**config.mk**
```make
export PLATFORM = sky130hd
export DESIGN_NAME = dma_idle_chan
export DESIGN_NICKNAME = d
export VERILOG_FILES = /design/src/rtl/dma_idle_pkg.sv /design/src/rtl/dma_regs.sv /design/src/rtl/dma_req.sv /design/src/rtl/dma_xfer.sv /design/src/rtl/dma_idle_chan.sv
export SDC_FILE = /design/constraint.sdc
export NUM_CORES = 1
export LEC_CHECK = 0
export ABC_AREA = 1
export BUFFER_PORTS_ARGS = -buffer_cell sky130_fd_sc_hd__buf_4
export CAP_MARGIN = 20
export CELL_PAD_IN_SITES_DETAIL_PLACEMENT = 0
export CELL_PAD_IN_SITES_GLOBAL_PLACEMENT = 2
export CORE_ASPECT_RATIO = 0.8
export CORE_MARGIN = 10
export CORE_UTILIZATION = 34
export CTS_CLUSTER_DIAMETER = 60
export CTS_CLUSTER_SIZE = 14
export DETAILED_ROUTE_END_ITERATION = 10
export HOLD_SLACK_MARGIN = 0.08
export PLACE_DENSITY_LB_ADDON = 0.2
export SLEW_MARGIN = 20
export SYNTH_ARGS = -nofsm -noshare
export SYNTH_HDL_FRONTEND = slang
export SYNTH_SLANG_ARGS = --single-unit
```
**constraint.sdc**
```tcl
create_clock -name clk -period 3.8 [get_ports clk]
set_input_delay 0.38 -clock clk [delete_from_list [all_inputs] [get_ports clk]]
set_output_delay 0.38 -clock clk [all_outputs]
set_load 0.01 [all_outputs]
```
**src/rtl/dma_idle_pkg.sv**
```systemverilog
// Package: shared state encoding and control-field positions for the
// idle-mode DMA channel. Assumes an 8-bit control field as in R2.
package dma_idle_pkg;

    typedef enum logic [1:0] {
        XS_IDLE  = 2'd0,
        XS_READ  = 2'd1,
        XS_WRITE = 2'd2
    } xfer_state_e;

    localparam int CTL_EN   = 0;
    localparam int CTL_WORD = 1;
    localparam int CTL_IE   = 2;
    localparam int CTL_RE   = 3;
    localparam int CTL_SRC  = 4;
    localparam int CTL_DONE = 7;
    localparam int CTL_W    = 8;

    localparam int CNT_W    = 16;
    localparam int DATA_W   = 16;

endpackage

```
**src/rtl/dma_regs.sv**
```systemverilog
// Register file of the channel: memory address, I/O address, count and
// control. Applies the count decrement and end-of-count handling on each
// completed transfer. Assumes software writes take priority over the
// decrement when both land in the same cycle.
module dma_regs
    import dma_idle_pkg::*;
#(
    parameter int ADDR_W = 24,
    parameter int SRC_W  = 3
) (
    input  logic              clk,
    input  logic              rst_n,
    input  logic              reg_we,
    input  logic [1:0]        reg_sel,
    input  logic [ADDR_W-1:0] reg_wdata,
    output logic [ADDR_W-1:0] reg_rdata,
    input  logic              xfer_done,
    output logic [ADDR_W-1:0] mem_addr,
    output logic [ADDR_W-1:0] io_addr,
    output logic [CNT_W-1:0]  count,
    output logic              en,
    output logic              word,
    output logic              ie,
    output logic              re,
    output logic [SRC_W-1:0]  src,
    output logic              irq
);

    localparam logic [1:0] SEL_MEM = 2'd0;
    localparam logic [1:0] SEL_IO  = 2'd1;
    localparam logic [1:0] SEL_CNT = 2'd2;
    localparam logic [1:0] SEL_CTL = 2'd3;

    logic wr_mem, wr_io, wr_cnt, wr_ctl;
    logic last_xfer;

    // Decode write strobes and detect the transfer that exhausts the count.
    always_comb begin
        wr_mem    = reg_we && (reg_sel == SEL_MEM);
        wr_io     = reg_we && (reg_sel == SEL_IO);
        wr_cnt    = reg_we && (reg_sel == SEL_CNT);
        wr_ctl    = reg_we && (reg_sel == SEL_CTL);
        last_xfer = xfer_done && (count == CNT_W'(1));
    end

    // Address registers: change only on a software write.
    always_ff @(posedge clk) begin
        if (!rst_n) begin
            mem_addr <= '0;
            io_addr  <= '0;
        end else begin
            if (wr_mem) mem_addr <= reg_wdata;
            if (wr_io)  io_addr  <= reg_wdata;
        end
    end

    // Count register: software load, else decrement per completed transfer.
    always_ff @(posedge clk) begin
        if (!rst_n) begin
            count <= '0;
        end else if (wr_cnt) begin
            count <= reg_wdata[CNT_W-1:0];
        end else if (xfer_done) begin
            count <= count - CNT_W'(1);
        end
    end

    // Control fields: software write, else auto-clear enable at end of count.
    always_ff @(posedge clk) begin
        if (!rst_n) begin
            en   <= 1'b0;
            word <= 1'b0;
            ie   <= 1'b0;
            re   <= 1'b0;
            src  <= '0;
        end else if (wr_ctl) begin
            en   <= reg_wdata[CTL_EN];
            word <= reg_wdata[CTL_WORD];
            ie   <= reg_wdata[CTL_IE];
            re   <= reg_wdata[CTL_RE];
            src  <= reg_wdata[CTL_SRC +: SRC_W];
        end else if (last_xfer) begin
            en   <= 1'b0;
        end
    end

    // Interrupt flag: set at end of count, cleared by any control write.
    always_ff @(posedge clk) begin
        if (!rst_n) begin
            irq <= 1'b0;
        end else if (wr_ctl) begin
            irq <= 1'b0;
        end else if (last_xfer && ie) begin
            irq <= 1'b1;
        end
    end

    // Combinational readback of the selected register.
    always_comb begin
        unique case (reg_sel)
            SEL_MEM: reg_rdata = mem_addr;
            SEL_IO:  reg_rdata = io_addr;
            SEL_CNT: reg_rdata = ADDR_W'(count);
            default: reg_rdata = ADDR_W'({irq, src, re, ie, word, en});
        endcase
    end

    AST_CNT_DEC: assert property (@(posedge clk) disable iff (!rst_n)
        (xfer_done && !wr_cnt) |=> (count == $past(count) - CNT_W'(1)));
    AST_ADDR_FIXED: assert property (@(posedge clk) disable iff (!rst_n)
        (xfer_done && !wr_mem && !wr_io) |=> ($stable(mem_addr) && $stable(io_addr)));
    AST_IRQ_AT_END: assert property (@(posedge clk) disable iff (!rst_n)
        $rose(irq) |-> (!en && count == '0));
    AST_IRQ_HOLD: assert property (@(posedge clk) disable iff (!rst_n)
        (irq && !wr_ctl) |=> irq);

endmodule

```
**src/rtl/dma_req.sv**
```systemverilog
// Activation logic: picks the selected request line, detects its rising
// edge, holds one activation while a transfer runs and reports the
// direction of the source. Assumes request lines are synchronous to clk.
module dma_req #(
    parameter int NREQ = 8,
    parameter int SRC_W = $clog2(NREQ),
    parameter logic [NREQ-1:0] TO_MEM_MASK = 8'b1010_0000
) (
    input  logic             clk,
    input  logic             rst_n,
    input  logic [NREQ-1:0]  req_in,
    input  logic [SRC_W-1:0] src,
    input  logic             active,
    input  logic             xfer_idle,
    output logic             start,
    output logic             to_mem
);

    logic [NREQ-1:0] req_q;
    logic [NREQ-1:0] edge_vec;
    logic            pend;
    logic            act;

    // Per-line rising-edge detect, one instance per request line.
    for (genvar i = 0; i < NREQ; i++) begin : g_edge
        always_ff @(posedge clk) begin
            if (!rst_n) req_q[i] <= 1'b0;
            else        req_q[i] <= req_in[i];
        end
        assign edge_vec[i] = req_in[i] & ~req_q[i];
    end

    // Select the activation edge and direction for the chosen source.
    always_comb begin
        act    = edge_vec[src];
        to_mem = TO_MEM_MASK[src];
        start  = pend && xfer_idle && active;
    end

    // One-deep pending activation; dropped whenever the channel is inactive.
    always_ff @(posedge clk) begin
        if (!rst_n) begin
            pend <= 1'b0;
        end else if (!active) begin
            pend <= 1'b0;
        end else if (act) begin
            pend <= 1'b1;
        end else if (start) begin
            pend <= 1'b0;
        end
    end

    AST_OFF_NO_PEND: assert property (@(posedge clk) disable iff (!rst_n)
        !active |=> !pend);
    AST_HELD_UNTIL_IDLE: assert property (@(posedge clk) disable iff (!rst_n)
        (pend && !xfer_idle && active) |=> pend);

endmodule

```
**src/rtl/dma_xfer.sv**
```systemverilog
// Transfer sequencer: for each start, one read of the source and one write
// of the destination on a request/acknowledge bus. Latches addresses,
// direction and size at start. Assumes bus_ack arrives only while bus_req
// is high.
module dma_xfer
    import dma_idle_pkg::*;
#(
    parameter int ADDR_W = 24
) (
    input  logic              clk,
    input  logic              rst_n,
    input  logic              start,
    input  logic              to_mem,
    input  logic              word,
    input  logic [ADDR_W-1:0] mem_addr,
    input  logic [ADDR_W-1:0] io_addr,
    output logic              bus_req,
    output logic              bus_we,
    output logic              bus_word,
    output logic [ADDR_W-1:0] bus_addr,
    output logic [DATA_W-1:0] bus_wdata,
    input  logic [DATA_W-1:0] bus_rdata,
    input  logic              bus_ack,
    output logic              done,
    output logic              idle
);

    xfer_state_e       state;
    logic              word_q;
    logic [ADDR_W-1:0] rd_addr_q;
    logic [ADDR_W-1:0] wr_addr_q;
    logic [DATA_W-1:0] data_q;
    logic [ADDR_W-1:0] rd_pick, wr_pick;
    logic [ADDR_W-1:0] align_mask;

    // Choose source/destination by direction and align for word size.
    always_comb begin
        align_mask = word ? ~ADDR_W'(1) : '1;
        rd_pick    = (to_mem ? io_addr  : mem_addr) & align_mask;
        wr_pick    = (to_mem ? mem_addr : io_addr)  & align_mask;
    end

    // Phase sequencer: idle -> read -> write -> idle.
    always_ff @(posedge clk) begin
        if (!rst_n) begin
            state <= XS_IDLE;
        end else begin
            unique case (state)
                XS_IDLE:  if (start)   state <= XS_READ;
                XS_READ:  if (bus_ack) state <= XS_WRITE;
                XS_WRITE: if (bus_ack) state <= XS_IDLE;
                default:               state <= XS_IDLE;
            endcase
        end
    end

    // Latch transfer parameters at start so they hold for the whole transfer.
    always_ff @(posedge clk) begin
        if (!rst_n) begin
            word_q    <= 1'b0;
            rd_addr_q <= '0;
            wr_addr_q <= '0;
        end else if (state == XS_IDLE && start) begin
            word_q    <= word;
            rd_addr_q <= rd_pick;
            wr_addr_q <= wr_pick;
        end
    end

    // Capture read data, zero-extending byte transfers.
    always_ff @(posedge clk) begin
        if (!rst_n) begin
            data_q <= '0;
        end else if (state == XS_READ && bus_ack) begin
            data_q <= word_q ? bus_rdata : {8'h00, bus_rdata[7:0]};
        end
    end

    // Drive the bus from the current phase.
    always_comb begin
        bus_req   = (state == XS_READ) || (state == XS_WRITE);
        bus_we    = (state == XS_WRITE);
        bus_word  = word_q;
        bus_addr  = (state == XS_WRITE) ? wr_addr_q : rd_addr_q;
        bus_wdata = data_q;
        done      = (state == XS_WRITE) && bus_ack;
        idle      = (state == XS_IDLE);
    end

    AST_BUS_HOLD: assert property (@(posedge clk) disable iff (!rst_n)
        (bus_req && !bus_ack) |=> (bus_req && $stable(bus_addr) && $stable(bus_we)));
    AST_WORD_EVEN: assert property (@(posedge clk) disable iff (!rst_n)
        (bus_req && bus_word) |-> !bus_addr[0]);
    AST_READ_FIRST: assert property (@(posedge clk) disable iff (!rst_n)
        (bus_req && !bus_we && bus_ack) |=> (bus_req && bus_we));

endmodule

```
**src/rtl/dma_idle_chan.sv**
```systemverilog
// Top of the idle-mode DMA channel: register file, activation logic and
// transfer sequencer. Assumes a single bus master port with no arbitration
// and request lines synchronous to clk.
module dma_idle_chan
    import dma_idle_pkg::*;
#(
    parameter int ADDR_W = 24,
    parameter int NREQ   = 8,
    parameter logic [NREQ-1:0] TO_MEM_MASK = 8'b1010_0000
) (
    input  logic              clk,
    input  logic              rst_n,
    input  logic              reg_we,
    input  logic [1:0]        reg_sel,
    input  logic [ADDR_W-1:0] reg_wdata,
    output logic [ADDR_W-1:0] reg_rdata,
    input  logic [NREQ-1:0]   req_in,
    output logic              bus_req,
    output logic              bus_we,
    output logic              bus_word,
    output logic [ADDR_W-1:0] bus_addr,
    output logic [15:0]       bus_wdata,
    input  logic [15:0]       bus_rdata,
    input  logic              bus_ack,
    output logic              irq
);

    localparam int SRC_W = $clog2(NREQ);

    logic [ADDR_W-1:0] mem_addr, io_addr;
    logic [CNT_W-1:0]  count;
    logic              en, word, ie, re;
    logic [SRC_W-1:0]  src;
    logic              active, start, to_mem, done, idle;

    // Channel is live only in idle mode with enable set.
    always_comb active = en && ie && re;

    dma_regs #(.ADDR_W(ADDR_W), .SRC_W(SRC_W)) regs_i (
        .clk(clk), .rst_n(rst_n), .reg_we(reg_we), .reg_sel(reg_sel),
        .reg_wdata(reg_wdata), .reg_rdata(reg_rdata), .xfer_done(done),
        .mem_addr(mem_addr), .io_addr(io_addr), .count(count),
        .en(en), .word(word), .ie(ie), .re(re), .src(src), .irq(irq)
    );

    dma_req #(.NREQ(NREQ), .SRC_W(SRC_W), .TO_MEM_MASK(TO_MEM_MASK)) req_i (
        .clk(clk), .rst_n(rst_n), .req_in(req_in), .src(src),
        .active(active), .xfer_idle(idle), .start(start), .to_mem(to_mem)
    );

    dma_xfer #(.ADDR_W(ADDR_W)) xfer_i (
        .clk(clk), .rst_n(rst_n), .start(start), .to_mem(to_mem),
        .word(word), .mem_addr(mem_addr), .io_addr(io_addr),
        .bus_req(bus_req), .bus_we(bus_we), .bus_word(bus_word),
        .bus_addr(bus_addr), .bus_wdata(bus_wdata), .bus_rdata(bus_rdata),
        .bus_ack(bus_ack), .done(done), .idle(idle)
    );

    AST_NO_BUS_WHEN_OFF: assert property (@(posedge clk) disable iff (!rst_n)
        (!active && idle) |=> !bus_req);
    AST_START_ONLY_LIVE: assert property (@(posedge clk) disable iff (!rst_n)
        $rose(bus_req) |-> $past(active));

endmodule

```
==> impl_metrics.ini, run 1 <==
[synthesis]
syn-cell-area_um2 = 7022
synth_top_area_cell = dfxtp_1
synth_edf_count = 0
ys_ff_latch = 149
async_reset_ff_share_pct = 0
synth_top_family_by_area = compound AO/OA/AOI/OAI gates
yosysUniqueCellTypes = 35
synth_compound_area_share_pct = 25.55
syn_nets = 1013
synthSimpleGateAreaFrac_pct = 15.43
syn_inst = 952
synth_area_leaders = dfxtp_1 42%, a21oi_1 12%, o21ai_0 8.4%
yosys_warnings = 0
synthAdderAreaFrac_pct = 1.247
synth_xor_area_share_pct = 0.3742
synthMuxAreaShare_pct = 3.689
synth_sequential_area_ratio_pct = 42.48
synth.avg_cell_area_um2 = 7.376
ys.flop_type = dfxtp_1
synth_top_area_share_pct = 42.48

[grt]
grt_pass1_wl_mm = 35.46
grt_pass1_vias = 6336
grt_start_max_net_pins = 86
antenna_found_initial = 0
grt_use_total_pct = 16.27
overflow = 0

[timing]
setup_viol = 0
tightest_slew_ns = 0.9822
fin_skew_ns = 0.009996
post-route-min-period_ns = 2.500
slew_headroom_pct = 34.52
setup_tns_ns = 0
rsz0062_at_grt = false
hold_ws_ns = 0.1449
hold_viol = 0
fmax_ghz = 0.4000
maxSlewViolCount = 0
fin_crit_sh_pct = 65.79

[clock_network]
htree_levels = 4
cts_tree = yes
path_clk_slew_ns = 0.06
hold_buffers = 0
cts_resized = 0
clk_path_buf_depth = 2
cts_num_sinks = 149
clock_latency_ns = 0.42
cts_root_buffer = clkbuf_16
post_cts_buffers = 0
cts_made_buffers = 17

[floorplan]
num_rows = 46
die-area_um2 = 26840
core_um2 = 20090
initial_core_util_pct = 34.96
die_y_um = 148.5
pin_count = 122
die_w_um = 180.7

[cells_and_area]
syn2layout_area_growth_pct = 22.40
finalNetCount = 1098
diodes = 0
drive_above_1_share_pct = 19.26

[worst_hold_path]
hp-class = input pin to flip-flop
hold_end = req_i.req_q[4]
hold_path_startpoint = req_in[4]
min_path_cells = 3

[critical_path]
worstReg2RegEnd = regs_i.count[14]
critPathArrivalTime_ns = 2.12
r2r_start = xfer_i.state[0]
endpoint_kind = primary output
crit_path_start_kind = flip-flop
worstPathRequired_ns = 3.42
cpPeakStageDelay_ns = 0.44
crit_slowest_cell = buf_4
crit_type = flip-flop to primary output
crit_path_cell_trace = inv_1 -> ha_1 -> buf_4 -> mux2_2 -> buf_4
rrSetupSlack_ns = 1.53
cp_common_cell = buf_4
crit_fanout = 26
r2r_cells = 11

[pwr]
p_per_area_nw_per_um2 = 493.0
comb_power_share_pct = 18.9
clkPwrFrac_pct = 40.9
power.switching_w = 0.001254
netSwitchingFraction_pct = 29.59
power.internal_w = 0.002983
ir_drop_mv = 0.2382
seqPwrFrac_pct = 40.1
leakagePower_nw = 3.741

[route]
routed_wl_mm = 22.11
postRouteAntennaNets = 0
viasPerCell = 4.892
drt-wirelength-per-cell_um = 16.84
first_iter_violations = 364
post-route-drc-count = 0
num_vias = 6423
drt_pass1_iterations = 5

[status]
status = complete, no violations

[placement]
port-buffer-count = 121
hpwl_mm = 15.50
gp_congestion = 0.8342

[job]
drv_cap = 0
## layer usage
metal  global-route usage (%)  routed length (µm)  vias to the layer above
li1                         -                   -                     3339
met1                    21.91               11170                     2954
met2                    25.36                9632                      118
met3                    4.510                1138                       12
met4                    3.438                 170                        0
met5                        0                   0                        -
## sequential cells by signal, indices dropped and copies added, names as in the netlist, 2 cells and up
signal and cells:
regs_i.count 16, regs_i.io_addr 24, regs_i.mem_addr 24, regs_i.src 3
req_i.req_q 8, xfer_i.bus_wdata 16, xfer_i.rd_addr_q 24, xfer_i.state 2
xfer_i.wr_addr_q 24
## power by group through the flow
stage,registers [W],clock network (W),logic (W)
after global routing,0.00171,0.00183,0.000921
after floorplan,0.00172,0,0.000546
after detailed placement,0.00173,0,0.000812
after CTS,0.00170,0.00177,0.000815
after global placement,0.00173,0,0.000820
final,0.00170,0.00173,0.000802
## layout make-up
| cell class | instances | area (µm²) |
|---|---|---|
| fillers | 2135 | 11490 |
| multi-input cells | 619 | 3251 |
| flip-flops and latches | 149 | 2984 |
| repair buffers | 127 | 965.9 |
| inverters | 123 | 466.7 |
| clock buffers | 19 | 442.9 |
| well taps | 264 | 330.3 |
| clock inverters | 12 | 153.9 |
## placed cells by master (no fill, tap or decap), types with 3 or more instances in the layout
cell type     n
o221ai_1     10
buf_4       126
mux2_2       23
nand2_1      93
nand4_1       3
o21ai_0     118
o21ai_1       3
clkinv_2      3
nor2_1      104
ha_1          7
o22ai_1      17
o22ai_2       5
inv_2         4
clkbuf_16    17
nand3b_1      6
nand3_1      32
inv_1       115
clkinvlp_4    3
xor2_1        3
nand2_2       3
bufinv_16     3
nor3_1        4
a21oi_1     172
dfxtp_1     148
o211ai_1      4
## how the worst max path moves through the flow
stage | slack (ns) | to | cells after the start | startpoint
finish | 1.30 | bus_addr[7] | 5 | xfer_i.state[0]
global route | 1.19 | bus_addr[7] | 5 | xfer_i.state[0]
CTS | 1.26 | bus_addr[7] | 5 | xfer_i.state[0]
detailed placement | 1.39 | reg_rdata[4] | 8 | reg_sel[0]
global placement | 1.46 | reg_rdata[4] | 8 | reg_sel[0]
floorplan | 2.04 | bus_addr[10] | 5 | xfer_i.state[0]
## cell usage after synthesis (5+ instances only)
| cell type | number |
|---|---|
| buf_6 | 8 |
| nand3b_1 | 6 |
| nor2_1 | 104 |
| ha_1 | 7 |
| o22ai_1 | 17 |
| o22ai_2 | 5 |
| nand3_1 | 32 |
| a21oi_1 | 172 |
| dfxtp_1 | 149 |
| clkbuf_1 | 35 |
| o21ai_0 | 118 |
| buf_2 | 14 |
| mux2_2 | 23 |
| o221ai_1 | 10 |
| nand2_1 | 93 |
| inv_1 | 115 |
## metrics by stage
stage          instances  total power [W]  utilization (%)  area, µm²  worst slack, ns
2_1_floorplan        952         0.002269                -       7022            2.037
3_3_place_gp        1282         0.002555            39.82       7998            1.461
3_5_place_dp        1282         0.002545            39.82       7998            1.390
4_1_cts             1313         0.004288            42.79       8594            1.261
5_1_grt             1313         0.004466            42.79       8594            1.186
6_report            1313         0.004237            42.79       8594            1.300
## worst max-delay path, delay by kind of cell, from the launching register on
family,cells,cell delay [ns]
adders and majority gates,1,0.20
DFF,1,0.33
buffers and inverters,3,0.72
muxes,1,0.43
## logic make-up after synthesis
family,after synthesis
and+or+nand+nor,252
buffers and inverters,184
xor gates and xnor gates,3
AOI/OAI and AO/OA,334
adders and majority gates,7
muxes,23
DFF,149
(Power assumes the default switching activity.)
==> run 2: changes to the inputs <==
--- a/config.mk
+++ b/config.mk
@@ -12,7 +12,7 @@
 export CELL_PAD_IN_SITES_GLOBAL_PLACEMENT = 2
 export CORE_ASPECT_RATIO = 0.8
 export CORE_MARGIN = 10
-export CORE_UTILIZATION = 34
+export CORE_UTILIZATION = 32
 export CTS_CLUSTER_DIAMETER = 60
 export CTS_CLUSTER_SIZE = 14
 export DETAILED_ROUTE_END_ITERATION = 10
==> constraint.sdc (replaced) <==
create_clock -name clk -period 2.45 [get_ports clk]
set_input_delay 0.245 -clock clk [delete_from_list [all_inputs] [get_ports clk]]
set_output_delay 0.245 -clock clk [all_outputs]
set_load 0.01 [all_outputs]
==> impl_metrics.ini, run 2 (synthesis results as in run 1) <==
[status]
status = complete, no violations

[critical_path]
r2r_cells = 10
worstReg2RegEnd = regs_i.count[14]
crit_path_cell_trace = inv_1 -> ha_1 -> buf_4 -> mux2_2 -> buf_4
startpoint = xfer_i.state[0]
crit_path_start_kind = flip-flop
cpPeakStageDelay_ns = 0.39
worstPathRequired_ns = 2.20
critPathArrivalTime_ns = 2.00
r2r_start = xfer_i.state[0]
cp_common_cell = buf_4
cp-endpoint = bus_addr[7]
crit_slowest_cell = mux2_2
endpoint_kind = primary output
crit_fanout = 27
crit_type = flip-flop to primary output
rrSetupSlack_ns = 0.67

[placement]
port-buffer-count = 121
dp_slack_ns = 0.5074
hpwl_mm = 16.12
gp_congestion = 0.7919

[route]
viasPerCell = 4.808
post-route-drc-count = 0
postRouteAntennaNets = 0
num_vias = 6472
routed_wl_mm = 22.05
first_iter_violations = 397
drt-wirelength-per-cell_um = 16.38
drt_pass1_iterations = 5

[pwr]
leakagePower_nw = 3.824
p_per_area_nw_per_um2 = 732.3
ir_drop_mv = 0.4042

[cells_and_area]
finalNetCount = 1120
diodes = 0
syn2layout_area_growth_pct = 25.09
drive_above_1_share_pct = 19.70
mostFrequentLayoutCell = a21oi_1
mostFrequentLayoutCells = 172 x a21oi_1, 148 x dfxtp_1, 133 x buf_4, 118 x o21ai_0, 115 x inv_1

[clock_network]
cts_made_buffers = 17
cts_num_sinks = 149
post_cts_buffers = 0
clk_path_buf_depth = 2
cts_tree = yes
cts_root_buffer = clkbuf_16
path_clk_slew_ns = 0.06
htree_levels = 4
clock_latency_ns = 0.42

[floorplan]
die-area_um2 = 28300
die_w_um = 185.6
num_rows = 48
core_um2 = 21560
initial_core_util_pct = 32.57
pin_count = 122
die_y_um = 152.5

[timing]
setup_tns_ns = 0
slew_headroom_pct = 58.24
setup_viol = 0
tightest_slew_ns = 0.6263
rsz0062_at_grt = false
fin_ws_ns = 0.2004
fmax_ghz = 0.4445
hold_viol = 0
hold_ws_ns = 0.09771
maxSlewViolCount = 0
fin_skew_ns = 0.008332
fin_crit_sh_pct = 91.82
post-route-min-period_ns = 2.250

[grt]
grt_start_max_net_pins = 81
grt_pass1_vias = 6241
overflow = 0
grt_pass1_wl_mm = 35.22
antenna_found_initial = 0
grt_use_total_pct = 15.71

[job]
drv_cap = 0

[worst_hold_path]
hp-class = input pin to flip-flop
## run 2: changes by cell type in the layout (fill, tap and decap cells not counted), sizes merged
cell	before	now
dlygate4sd3	0	14
buf	127	135
bufinv	3	1
clkinv	7	8
clkinvlp	3	4
## run 2: cell type report
cell class                 instances  area, µm²
sequential                       149       2984
tap                              275      344.1
clock buffer                      19      452.9
timing repair buffer             149       1179
multi-input combinational        619       3251
fill                            2274      12780
inverter                         123      466.7
clock inverter                    12      106.4
## run 2: worst min path at each step
stage / start / endpoint / slack [ns] / cells after the start
3_5_place_dp: req_in[0] / req_i.req_q[0] / 0.44 / 3
6_report: bus_rdata[4] / xfer_i.bus_wdata[4] / 0.1 / 3
2_1_floorplan: req_in[0] / req_i.req_q[0] / 0.34 / 2
4_1_cts: bus_rdata[14] / xfer_i.bus_wdata[14] / 0.09 / 3
5_1_grt: bus_rdata[13] / xfer_i.bus_wdata[13] / 0.09 / 3
3_3_place_gp: req_in[4] / req_i.req_q[4] / 0.44 / 3
## run 2: where the power goes
group | switching [W] | leakage (nW) | total [W] | internal, W
Combinational | 0.000797 | 2.34 | 0.00128 | 0.000479
Clock | 0.00108 | 0.267 | 0.00252 | 0.00144
Sequential | 0.0000870 | 1.21 | 0.00263 | 0.00255
Total | 0.00196 | 3.82 | 0.00643 | 0.00447
## run 2: through the flow
| step | total power [W] | util, % | cells | cell area, µm² |
|---|---|---|---|---|
| 2_1_floorplan | 0.003519 | - | 952 | 7022 |
| 3_3_place_gp | 0.003955 | 37.49 | 1301 | 8084 |
| 3_5_place_dp | 0.003949 | 37.49 | 1301 | 8084 |
| 4_1_cts | 0.006498 | 40.74 | 1346 | 8783 |
| 5_1_grt | 0.006800 | 40.74 | 1346 | 8783 |
| 6_report | 0.006432 | 40.74 | 1346 | 8783 |
## run 2: critical path: cells and delay by family (launching register included)
family / cells / cell delay [ns]
DFF: 1 / 0.33
buffers and inverters: 3 / 0.64
muxes: 1 / 0.39
adders and majority gates: 1 / 0.19
## run 2: layer usage
| layer | part of all wire [%] | vias up | global-route usage (%) | routed length (µm) |
|---|---|---|---|---|
| met5 | 0 | - | 0 | 0 |
| met4 | 0.97 | 0 | 4.178 | 214 |
| met3 | 4.7 | 15 | 3.622 | 1040 |
| met2 | 44 | 120 | 23.77 | 9733 |
| met1 | 50 | 2948 | 21.78 | 11060 |
| li1 | - | 3389 | - | - |
## run 2: repair_timing
item,4_1_cts,5_1_grt
hold buffers,14,0
hold endpoints to repair,14,0
resized for setup,0,0
